===== config.mk =====
export PLATFORM = sky130hd
export DESIGN_NAME = col_bus_timer
export DESIGN_NICKNAME = d
export VERILOG_FILES = /design/src/rtl/col_timer_pkg.sv /design/src/rtl/col_cfg_regs.sv /design/src/rtl/col_xfer_queue.sv /design/src/rtl/col_gap_track.sv /design/src/rtl/col_bus_timer.sv
export SDC_FILE = /design/constraint.sdc
export NUM_CORES = 1
export LEC_CHECK = 0
export ABC_AREA = 1
export BUFFER_PORTS_ARGS = -buffer_cell sky130_fd_sc_hd__buf_2
export CORE_ASPECT_RATIO = 1.4
export CORE_UTILIZATION = 40
export DETAILED_ROUTE_END_ITERATION = 8
export PLACE_DENSITY = 0.55
export SYNTH_ARGS = -nofsm -noshare
export SYNTH_HDL_FRONTEND = slang
export SYNTH_SLANG_ARGS = --single-unit

===== constraint.sdc =====
create_clock -name clk_i -period 6.5 [get_ports clk_i]
set_clock_uncertainty 0.2 [all_clocks]
set_input_delay 0.325 -clock clk_i [delete_from_list [all_inputs] [get_ports clk_i]]
set_output_delay 0.325 -clock clk_i [all_outputs]
set_load 0.1 [all_outputs]

===== src/rtl/col_timer_pkg.sv =====
package col_timer_pkg;
  parameter int unsigned TIME_W = 6;
  typedef enum logic [1:0] {CWD_ZERO, CWD_ONE, CWD_CAS_M1, CWD_PROG} cwd_sel_e;
endpackage


===== src/rtl/col_cfg_regs.sv =====
module col_cfg_regs #(
  parameter int unsigned T_W = col_timer_pkg::TIME_W
) (
  input  logic           clk_i,
  input  logic           rst_ni,
  input  logic           cfg_en_i,
  input  logic [T_W-1:0] cas_i,
  input  logic [1:0]     cwd_sel_i,
  input  logic [T_W-1:0] cwd_i,
  input  logic [T_W-1:0] burst_i,
  input  logic [T_W-1:0] ccd_i,
  input  logic [T_W-1:0] cmd_i,
  input  logic [T_W-1:0] wtr_i,
  output logic [T_W-1:0] cas_o,
  output logic [T_W-1:0] cwd_o,
  output logic [T_W-1:0] burst_o,
  output logic [T_W-1:0] gap_o,
  output logic [T_W-1:0] wtr_o
);
  import col_timer_pkg::*;
  logic [T_W-1:0] cas_q, cwd_q, burst_q, ccd_q, cmd_q, wtr_q;
  cwd_sel_e sel_q;

  always_ff @(posedge clk_i or negedge rst_ni) begin
    if (!rst_ni) begin
      cas_q <= '0; cwd_q <= '0; burst_q <= '0;
      ccd_q <= '0; cmd_q <= '0; wtr_q <= '0;
      sel_q <= CWD_ZERO;
    end else if (cfg_en_i) begin
      cas_q <= cas_i; cwd_q <= cwd_i; burst_q <= burst_i;
      ccd_q <= ccd_i; cmd_q <= cmd_i; wtr_q <= wtr_i;
      sel_q <= cwd_sel_e'(cwd_sel_i);
    end
  end

  always_comb begin
    unique case (sel_q)
      CWD_ZERO:   cwd_o = '0;
      CWD_ONE:    cwd_o = T_W'(1);
      CWD_CAS_M1: cwd_o = (cas_q == '0) ? '0 : cas_q - T_W'(1);
      default:    cwd_o = cwd_q;
    endcase
  end

  assign cas_o   = cas_q;
  assign burst_o = (burst_q == '0) ? T_W'(1) : burst_q;
  assign gap_o   = (ccd_q > cmd_q) ? ccd_q : cmd_q;
  assign wtr_o   = wtr_q;
endmodule


===== src/rtl/col_xfer_queue.sv =====
module col_xfer_queue #(
  parameter int unsigned T_W   = col_timer_pkg::TIME_W,
  parameter int unsigned DEPTH = 4
) (
  input  logic           clk_i,
  input  logic           rst_ni,
  input  logic           push_i,
  input  logic           push_wr_i,
  input  logic [T_W-1:0] rd_lat_i,
  input  logic [T_W-1:0] wr_lat_i,
  input  logic [T_W-1:0] burst_i,
  output logic           rd_vld_o,
  output logic           wr_drv_o,
  output logic           full_o,
  output logic           wr_pend_o,
  output logic           wr_end_o,
  output logic           rd_clash_o,
  output logic           wr_clash_o
);
  localparam int unsigned IDX_W = (DEPTH > 1) ? $clog2(DEPTH) : 1;
  localparam int unsigned SUM_W = T_W + 1;

  logic [DEPTH-1:0] vld_q, wr_q, act, last, ov_rd, ov_wr;
  logic [T_W-1:0]   dly_q [DEPTH];
  logic [T_W-1:0]   len_q [DEPTH];
  logic [IDX_W-1:0] ins_idx;
  logic [SUM_W-1:0] rd_lo, rd_hi, wr_lo, wr_hi;

  always_comb begin
    ins_idx = '0;
    for (int i = DEPTH - 1; i >= 0; i--)
      if (!vld_q[i]) ins_idx = IDX_W'(i);
  end

  assign rd_lo = SUM_W'(rd_lat_i);
  assign rd_hi = SUM_W'(rd_lat_i) + SUM_W'(burst_i);
  assign wr_lo = SUM_W'(wr_lat_i);
  assign wr_hi = SUM_W'(wr_lat_i) + SUM_W'(burst_i);

  for (genvar g = 0; g < DEPTH; g++) begin : g_ent
    logic [SUM_W-1:0] s_rel, e_rel;
    // window of this entry seen from the next edge: [s_rel, e_rel)
    assign s_rel = (dly_q[g] != '0) ? SUM_W'(dly_q[g]) - SUM_W'(1) : '0;
    assign e_rel = (dly_q[g] != '0) ? SUM_W'(dly_q[g]) - SUM_W'(1) + SUM_W'(len_q[g])
                                    : SUM_W'(len_q[g]) - SUM_W'(1);
    assign act[g]   = vld_q[g] && (dly_q[g] == '0);
    assign last[g]  = act[g] && (len_q[g] == T_W'(1));
    assign ov_rd[g] = vld_q[g] && (rd_lo < e_rel) && (s_rel < rd_hi);
    assign ov_wr[g] = vld_q[g] && (wr_lo < e_rel) && (s_rel < wr_hi);

    always_ff @(posedge clk_i or negedge rst_ni) begin
      if (!rst_ni) begin
        vld_q[g] <= 1'b0;
        wr_q[g]  <= 1'b0;
        dly_q[g] <= '0;
        len_q[g] <= '0;
      end else if (push_i && !vld_q[g] && (ins_idx == IDX_W'(g))) begin
        vld_q[g] <= 1'b1;
        wr_q[g]  <= push_wr_i;
        dly_q[g] <= push_wr_i ? wr_lat_i : rd_lat_i;
        len_q[g] <= burst_i;
      end else if (vld_q[g]) begin
        if (dly_q[g] != '0)          dly_q[g] <= dly_q[g] - T_W'(1);
        else if (len_q[g] == T_W'(1)) vld_q[g] <= 1'b0;
        else                          len_q[g] <= len_q[g] - T_W'(1);
      end
    end
  end

  assign rd_vld_o   = |(act & ~wr_q);
  assign wr_drv_o   = |(act & wr_q);
  assign full_o     = &vld_q;
  assign wr_pend_o  = |(vld_q & wr_q);
  assign wr_end_o   = |(last & wr_q);
  assign rd_clash_o = |ov_rd;
  assign wr_clash_o = |ov_wr;
endmodule


===== src/rtl/col_gap_track.sv =====
module col_gap_track #(
  parameter int unsigned T_W = col_timer_pkg::TIME_W
) (
  input  logic           clk_i,
  input  logic           rst_ni,
  input  logic           cmd_go_i,
  input  logic           wr_end_i,
  input  logic [T_W-1:0] gap_lim_i,
  input  logic [T_W-1:0] wtr_i,
  output logic           cmd_room_o,
  output logic           wtr_room_o
);
  localparam logic [T_W-1:0] SAT = '1;
  logic [T_W-1:0] since_cmd_q, since_wr_q;

  // both count edges up to the next one, saturating
  always_ff @(posedge clk_i or negedge rst_ni) begin
    if (!rst_ni) begin
      since_cmd_q <= SAT;
      since_wr_q  <= SAT;
    end else begin
      if (cmd_go_i)                 since_cmd_q <= T_W'(1);
      else if (since_cmd_q != SAT)  since_cmd_q <= since_cmd_q + T_W'(1);
      if (wr_end_i)                 since_wr_q  <= T_W'(1);
      else if (since_wr_q != SAT)   since_wr_q  <= since_wr_q + T_W'(1);
    end
  end

  assign cmd_room_o = since_cmd_q >= gap_lim_i;
  assign wtr_room_o = since_wr_q >= wtr_i;
endmodule


===== src/rtl/col_bus_timer.sv =====
module col_bus_timer #(
  parameter int unsigned T_W   = col_timer_pkg::TIME_W,
  parameter int unsigned DEPTH = 4
) (
  input  logic           clk_i,
  input  logic           rst_ni,
  input  logic           cfg_en_i,
  input  logic [T_W-1:0] cfg_cas_i,
  input  logic [1:0]     cfg_cwd_sel_i,
  input  logic [T_W-1:0] cfg_cwd_i,
  input  logic [T_W-1:0] cfg_burst_i,
  input  logic [T_W-1:0] cfg_ccd_i,
  input  logic [T_W-1:0] cfg_cmd_i,
  input  logic [T_W-1:0] cfg_wtr_i,
  input  logic           rd_i,
  input  logic           wr_i,
  output logic           rd_ok_o,
  output logic           wr_ok_o,
  output logic           rd_vld_o,
  output logic           wr_drv_o
);
  logic [T_W-1:0] cas_q, cwd_q, burst_q, gap_q, wtr_q;
  logic full, wr_pend, wr_end, rd_clash, wr_clash, cmd_room, wtr_room;
  logic rd_go, wr_go;

  col_cfg_regs #(.T_W(T_W)) u_cfg (
    .clk_i, .rst_ni, .cfg_en_i,
    .cas_i(cfg_cas_i), .cwd_sel_i(cfg_cwd_sel_i), .cwd_i(cfg_cwd_i),
    .burst_i(cfg_burst_i), .ccd_i(cfg_ccd_i), .cmd_i(cfg_cmd_i), .wtr_i(cfg_wtr_i),
    .cas_o(cas_q), .cwd_o(cwd_q), .burst_o(burst_q), .gap_o(gap_q), .wtr_o(wtr_q)
  );

  col_xfer_queue #(.T_W(T_W), .DEPTH(DEPTH)) u_q (
    .clk_i, .rst_ni,
    .push_i(rd_go | wr_go), .push_wr_i(wr_go),
    .rd_lat_i(cas_q), .wr_lat_i(cwd_q), .burst_i(burst_q),
    .rd_vld_o, .wr_drv_o, .full_o(full), .wr_pend_o(wr_pend), .wr_end_o(wr_end),
    .rd_clash_o(rd_clash), .wr_clash_o(wr_clash)
  );

  col_gap_track #(.T_W(T_W)) u_gap (
    .clk_i, .rst_ni, .cmd_go_i(rd_go | wr_go), .wr_end_i(wr_end),
    .gap_lim_i(gap_q), .wtr_i(wtr_q),
    .cmd_room_o(cmd_room), .wtr_room_o(wtr_room)
  );

  assign rd_ok_o = cmd_room && !full && !rd_clash && !wr_pend && wtr_room;
  assign wr_ok_o = cmd_room && !full && !wr_clash;
  assign rd_go   = rd_i && rd_ok_o;
  assign wr_go   = wr_i && wr_ok_o && !rd_go;  // R7 read wins
endmodule


==> results.txt, run 1 <==
The largest individual stage delay along the critical path comes from the cell xor2_1. Summed over all failing endpoints, the final setup total negative slack is 0 ns. The H-tree was split into 3 levels.

After clock tree synthesis, the clock-pin slew on the worst setup and hold paths is 0.08 ns. Counting both buffers and inverters, the worst setup path holds a total of 5. After detailed routing, the number of remaining DRC violations is 0. The part of the cycle the worst path needs came out at 81.44%. Once the clock tree was built, the setup fixing pass inserted 0 buffers. The flow ran to the end, and the final reports show no timing, DRC or antenna violations.

The post-synthesis sequential area ratio came out at 25.71%. In the final layout, flip-flops and latches occupy 2668 um2. The critical path arrival is 5.33 ns, and the total of fill cells in the finished design is 2580.

The timing-limited maximum frequency came out at 0.1889 GHz. The leakage power summed over all cells was 6.139 nW; the clock network power share was 15.9%. CTS placed an instance of clkbuf_16 at the clock tree root. Via density per instance: 5.271. The share of total power dissipated in combinational logic is 56.7%.

Summed over all nets, the switching power comes to 1.592 mW. The number of global-route vias before repair was 9767. Relative to the synthesized area, the layout overhead comes to 11.49%. STA classifies the critical path startpoint as a flip-flop.

After synthesis, the cell types taking the most area are dfrtp_1, ha_1, nand2_1. Of all cell types, the one taking the most synthesized area is dfrtp_1. The area share of the leading cell type in the synthesized netlist came out at 22.67%. The cell area that synthesis handed to floorplanning was 10380 um2.

For this run, the number of Yosys warnings is 0. The tree built by TritonCTS fans out to 106 sinks. The tools report the number of routed nets with antenna violations as 0. Data on the critical path is required at its endpoint by 6.54 ns. The number of antenna diodes in the final layout is 0. For the total area of multi-input combinational cells, the log shows 6812 um2.

The count of buffers added on input and output ports is 46. The clock period could shrink to 5.294 ns. The tools report the total via count after detailed routing as 9963. For the worst-case headroom to the max-slew limit, the log shows 33.12%. The initial utilization of the core area, before any placement, comes to 40.75%. Max-cap violations in this run came to 0. The largest net degree at the start of global routing was 69; the fraction of registers with async set or reset after synthesis was 100.0%. Among all flip-flop cells after synthesis, the most frequent one is dfrtp_1. The run gives 0 as the initial antenna violation count.

Wire length reported by the detailed router: 34060 um. The worst setup path category is flip-flop to flip-flop. Net switching is 48.10% of the power. The die covers 26600 um2. Hold repair after CTS inserted 38 buffers. Registers are responsible for 27.4% of the overall power.

The cell seen most often among critical-path stages is nand2_1. In the post-route analysis, the smallest setup slack over all paths is 1.206 ns. The count of flip-flops with a built-in enable after synthesis came out at 0. After the last flow step, the layout net total stands at 1754.

For the largest voltage drop on the vdd net, the log shows 0.1551 mV. The path category of the worst min-delay check was primary input to flip-flop. The maximum root-to-sink buffer count came out at 2. The total overflow left after global routing is 0. Detailed placement ended at an HPWL of 27060 um. Measured along the y axis, the die boundary spans 192.6 um. The total area inside the core boundary comes to 25470 um2.

The logs give 53260 um for the wire length of the first global-routing pass and 0 for the number of pins exceeding their max-slew limit in the final report. The largest single stage delay on the critical path is 0.50 ns. Clock latency on the worst-skew pair, taken at its later pin, is 0.37 ns.

For this design the top-level I/O count stands at 47. The internal power of the cells totals 1.717 mW. The nature of the critical path endpoint was a flip-flop. The total number of placement rows was 69.

Synthesis produced 1483 cells. Dividing total power by cell area gives a power density of 286.0 nW/um2. Setup violations remaining at the end of the flow were counted as 0. After synthesis, the netlist uses 60 different library cells. The average instance area after synthesis is 6.998 um2. Of all nets on the critical path, the largest fanout is 16. The number of clock buffers added by TritonCTS is 9.

Of the cells placed in the final design, the portion with a size suffix greater than 1 is 9.675%. Total global routing track utilization: 26.46%. The detail-routed net length per standard cell was 18.02 um; the worst setup slack after placement was 1.259 ns. The run gives 0 as the count of final hold-check violations.

TritonCTS built the clock tree. The die width works out to 138.1 um. Kind of cell adding the most delay to the critical path: simple AND/OR/NAND/NOR gates. The number of gates given a new drive strength after cts was 0. Setup repair after global routing left no endpoint under its margin. The first detailed-routing pass ran for 5 iterations. The violation count after the first detailed-routing iteration came out at 572. The synthesis-stage register bit count is 106, and the slew at the pin closest to its max-slew limit is 1.003 ns. The congestion estimate from routability-driven global placement came to 0.9996.
## state kept, by name (all words and copies together), names as in the netlist
register and cells:
u_cfg.burst_q 6, u_cfg.cas_o 6, u_cfg.ccd_q 6, u_cfg.cmd_q 6, u_cfg.cwd_q 6, u_cfg.sel_q 2, u_cfg.wtr_o 6, u_gap.since_cmd_q 6
u_gap.since_wr_q 6, u_q.dly_q 24, u_q.len_q 24, u_q.vld_q 4, u_q.wr_q 4
## Yosys cell counts (2+ instances only)
master / number
nor3_2: 2
o21ai_2: 2
buf_6: 5
dfrtp_1: 94
o211ai_1: 17
dfstp_2: 12
o22ai_1: 6
o31ai_1: 2
a22oi_1: 2
o21ai_0: 67
o21a_1: 2
xnor2_1: 14
a211oi_1: 2
clkbuf_1: 12
o221ai_1: 4
inv_1: 189
mux2_2: 8
o21ai_1: 11
nand2_1: 447
or2_0: 2
nand3_2: 8
a21oi_1: 77
inv_2: 13
nand3_1: 109
nand2_2: 12
nand4_1: 29
nand2_4: 2
a31oi_1: 5
ha_1: 139
nor2_1: 89
fa_1: 6
nor3_1: 9
nor2_2: 6
o2111ai_1: 3
nand3b_1: 7
buf_2: 6
or2_2: 9
nor2_4: 5
xor2_1: 28
## layer usage
metal | track usage (%) | up-vias | wire length (um)
li1 | - | 5021 | -
met3 | 2.605 | 58 | 1398
met1 | 30.38 | 4635 | 14060
met4 | 12.40 | 0 | 1362
met5 | 0 | - | 0
met2 | 49.53 | 249 | 17250
## stage by stage
| stage | cells | total power [mW] | hold WS (ns) | util, % | area [um2] |
|---|---|---|---|---|---|
| 6_report | 1890 | 3.309 | 0.03470 | 45.43 | 11570 |
| 5_1_grt | 1890 | 3.639 | 0.02236 | 45.43 | 11570 |
| 4_1_cts | 1890 | 3.322 | 0.02661 | 45.43 | 11570 |
| 3_5_place_dp | 1836 | 2.762 | 0.1570 | 42.90 | 10930 |
| 3_3_place_gp | 1836 | 2.738 | 0.1452 | 42.90 | 10930 |
| 2_1_floorplan | 1490 | 2.213 | -0.1706 | - | 10400 |
## power groups by stage
stage	registers [mW]	logic [mW]	clock network, mW
floorplan	0.865	1.35	0
global placement	0.918	1.82	0
detailed placement	0.919	1.84	0
CTS	0.908	1.88	0.539
global route	0.923	2.16	0.561
finish	0.908	1.88	0.524
## placed cells by master (no fill, tap or decap), drive strengths merged, types with 17 or more instances in the layout
cell type / synthesis / final
nand2: 461 / 461
inv: 202 / 202
ha: 139 / 139
nand3: 118 / 118
nor2: 100 / 100
dfrtp: 94 / 94
o21ai: 80 / 80
a21oi: 79 / 79
buf: 14 / 53
dlygate4sd3: 0 / 38
nand4: 30 / 30
xor2: 29 / 29
o211ai: 17 / 17
## area by class of cell
type / instances / area share (%)
multi-input combinational: 1155 / 58.87
sequential: 106 / 23.06
inverter: 203 / 6.586
timing repair buffer: 91 / 5.753
tap: 319 / 3.450
clock buffer: 11 / 2.011
clock inverter: 5 / 0.2704
## kinds of logic after synthesis
kind of cell | count (synthesis) | share of synthesized area (%)
xor+xnor | 43 | 3.702
simple gates | 743 | 31.41
buf+inv | 229 | 8.910
fa+ha+maj | 145 | 17.92
other cells | 1 | 0.03614
compound gates | 207 | 11.36
flops | 106 | 25.71
mux | 9 | 0.9646
## worst register-to-register path: cells and delay by family, from the launching register on
family | cells | cell delay (ns)
AND/OR/NAND/NOR | 15 | 1.58
adder cells (fa/ha/maj) | 4 | 1.34
buffers and inverters | 5 | 0.78
XOR/XNOR | 1 | 0.50
flip-flops | 1 | 0.42
AO/OA/AOI/OAI | 3 | 0.36
## worst paths after layout
path                                 from        endpoint  slack [ns]  depth (start not counted)
hold reg to reg              u_q.dly_q[6]    u_q.dly_q[6]        0.28                          2
setup / recovery           u_cfg.cas_o[0]    u_q.dly_q[0]        1.21                         28
max in group asynchronous          rst_ni   u_q.len_q[15]        4.50                          3
hold / removal               cfg_ccd_i[1]  u_cfg.ccd_q[1]        0.03                          2
min in group asynchronous          rst_ni  u_cfg.ccd_q[0]        0.28                          2
setup reg to reg           u_cfg.cas_o[0]    u_q.dly_q[0]        1.21                         28
Note: power is estimated with default switching activity, not from simulation.
==> run 2, diff against run 1 <==
- PLACE_DENSITY: 0.55 -> 0.57
- clock period: 6.5 -> 4.3 ns (I/O delays scaled with it)
==> run 2 against run 1 <==
Compared with the run above: the run now ends with design-rule violations left; critical path type is now flip-flop to primary output; largest power group unchanged; setup slack got worse by 1.1 ns; die area did not move; wire length rose by 2.9%; sequential power rose by 50%.
==> results.txt, run 2 (same netlist as run 1, synthesis figures left out) <==
The part of the cycle the worst path needs was 96.72%. Startpoint type of the worst setup path: a flip-flop. The max-cap check violation count is 0 (unchanged). The number of global-route vias before repair was 10.30k (+5.4%); the count of final hold-check violations was 0 (unchanged).

The run gives 69 (unchanged) as the largest net degree at the start of global routing. The tools report the count of endpoints failing setup in the final report as 0 (unchanged). The total congestion overflow is 0 (unchanged), and the number of pins exceeding their max-slew limit in the final report is 0 (unchanged). The worst-path maximum fanout was 6 (-10). The critical path in this run is classified as flip-flop to primary output. The number of cells on the worst reg-to-reg path was 23 (-18%); the total of fill cells in the finished design was 2521 (-2.3%). The leakage power summed over all cells is 6.620 nW (+7.8%). The final weighted congestion in routability-driven placement was 1.023 (+2.4%). The area of the die is 26600 um2 (unchanged).

For this run, the top clock speed supported by timing is 0.2404 GHz. HPWL reported at the end of detailed placement: 27420 um (+1.3%). The run gives 3.88 ns (-2.66 ns) as the worst path required time. The core box area is 25470 um2 (unchanged). Slew at the pin closest to its max-slew limit: 1.006 ns (+0.003276 ns). The largest registers in the layout are u_q.dly_q (24), u_q.len_q (24).

The total clock buffers created by CTS was 9 (unchanged); the die extent in y was 192.6 um (unchanged). The count of buffers inserted at the top-level ports is 46 (unchanged), and the layout overhead on the synthesized area is 23.57%. The checks that failed: design-rule violations. The library cells used most frequently in the layout, excluding fill and tap cells, are nand2_1, inv_1, ha_1. TritonCTS built the clock tree.

The worst-case headroom to the max-slew limit came out at 32.90% (-0.22 points). The worst register-to-register path ends at u_q.dly_q[11]. The signal on the critical path passes through inv_2 -> nand4_1 -> o21ai_1 -> buf_4 -> buf_6 -> ha_4 -> inv_1 -> fa_2 -> nand3b_1 -> nand2_2 -> nand2_2 -> nand2_1 -> a21oi_1 -> buf_4 -> ha_1 -> nand2_1 -> nor2_1 -> a21oi_2 -> nand3_1 -> nand3b_1 -> nor2_4 -> buf_6 -> buf_12. The wire length of the first global-routing pass was 54490 um (+2.3%); the number of routed nets with antenna violations was 0 (unchanged).

The run gives 10.42k (+4.5%) as the total via count after detailed routing. The run gives 7 (+2) as the iteration count of the initial detailed-routing pass. For the total number of H-tree levels, the log shows 3 (unchanged). The via density per instance is 5.277 (about the same), and the maximum root-to-sink buffer count is 2 (unchanged). Total global routing track utilization: 26.92% (+0.46 points). The wire length reported by the detailed router came out at 35040 um (+2.9%). The critical path arrival is 3.74 ns (-1.59 ns). For the later-pin clock latency in the skew report, the log shows 0.37 ns (about the same). The run gives 1 (+1) as the initial antenna violation count. The tree is rooted in a clkbuf_16.

For the slack of the critical path, the log shows 0.1409 ns (-1.065 ns). Counting I/O delays and the setup requirement, the final critical path takes 4.159 ns. The nature of the critical path endpoint was a primary output. Final net count: 1838 (+4.8%). Count of antenna diodes in the layout: 0 (unchanged). The count of buffering cells on the critical path with inverters included was 7 (+2); the areal power density over the cells was 418.0 nW/um2 (+46%).

The depth of the critical timing path with buffers and inverters included works out to 23 (-18%). The worst setup slack after placement was -0.2731 ns (-1.532 ns); the longest individual stage delay on the worst path was 0.40 ns (-0.10 ns). The run gives 69 (unchanged) as the total number of placement rows. The tools report the violation count after the first detailed-routing iteration as 601 (+5.1%). For this design, the slowest cell found on the critical path is dfrtp_1. The remaining routing DRC violations was 2 (+2); the detail-routed net length per standard cell was 17.75 um (-1.5%). The run finished, with violations left. Largest voltage drop on the vdd net: 0.2642 mV (+70%). The final hold slack is 0.1362 ns (+0.1015 ns), and the fraction of layout instances using a drive strength above 1 is 19.09% (+9.4 points).

The count of clock tree sinks is 106 (unchanged), and the starting density of the core is 40.75% (unchanged). The most common library cell in the layout ignoring fill and taps was nand2_1. The boundary pin count came out at 47 (unchanged). The launch instance of the worst register-to-register path is u_cfg.burst_q[2]. Among cell families on the critical path, the largest total delay comes from simple AND/OR/NAND/NOR gates. The clock transition at the registers of the reported paths was 0.07 ns (about the same). The min-delay analysis places its worst path in the category primary input to async pin.

Setup repair after global routing could not meet its margin everywhere. Register-to-register setup slack: 0.14 ns (-1.07 ns). The die width works out to 138.1 um (unchanged).
[run 2: cell count changes in the layout (fill, tap and decap cells not counted), moves of 5 or more]
cell / change
buf_4: +76
ha_1: -17
nand2_2: +13
o21ai_0: -9
nand2_1: -16
o21ai_2: +5
ha_4: +13
xor2_1: -5
nor2_1: -5
inv_1: -8
inv_2: +8
[run 2: how the worst max path moves through the flow]
stage,startpoint,end
after floorplan,u_cfg.cas_o[1],u_q.dly_q[7]
after global placement,u_q.dly_q[18],u_q.dly_q[11]
after detailed placement,u_q.dly_q[18],u_q.dly_q[12]
after CTS,u_q.dly_q[18],u_q.dly_q[11]
after global routing,u_cfg.cas_o[0],u_q.dly_q[10]
final,u_cfg.burst_q[2],wr_ok_o
[run 2: layout make-up]
type	count	area, um2	share of cell area [%]
clock buffer	14	286.5	2.234
clock inverter	2	16.27	0.1268
inverter	203	764.5	5.962
multi-input combinational	1156	7328	57.15
sequential	106	2673	20.84
tap	319	399.1	3.113
timing repair buffer	174	1356	10.58
[run 2: worst register-to-register path: cells and delay by family (launching register included)]
family	cells	cell delay (ns)
and+or+nand+nor	9	1.20
adders and majority gates	3	0.84
AOI/OAI and AO/OA	5	0.66
buffers and inverters	5	0.57
DFF	1	0.37
xor gates and xnor gates	1	0.23
[run 2: report_power, final]
part	switching (mW)	internal [mW]
clock network	0.403	0.467
registers	0.182	1.18
logic	1.86	1.27
total	2.44	2.92
[run 2: through the flow]
step | instances | instance area (um2) | utilization [%] | power (mW) | setup TNS (ns)
floorplan | 1490 | 10420 | - | 3.352 | 0
global placement | 1899 | 11450 | 44.95 | 4.100 | -5.229
detailed placement | 1899 | 11450 | 44.95 | 4.152 | -4.848
CTS | 1958 | 12260 | 48.14 | 5.094 | 0
global route | 1974 | 12820 | 50.35 | 5.871 | -0.3008
finish | 1974 | 12820 | 50.35 | 5.361 | 0
[run 2: repair_timing]
action | 4_1_cts | 5_1_grt
endpoints found under the hold margin | 67 | 0
setup buffers | 4 | 15
setup endpoints to repair | 32 | 58
gates cloned | 0 | 1
gates resized for setup | 19 | 101
hold buffers | 39 | 0
pin swaps | 4 | 30
[run 2: metal layers]
metal	vias up	part of all wire (%)	wire length (um)	global-route usage (%)
li1	5179	-	-	-
met1	4812	40	14040	30.86
met2	302	48	16820	47.61
met3	121	5.4	1875	4.094
met4	2	6.5	2291	16.34
met5	-	0.023	8	0
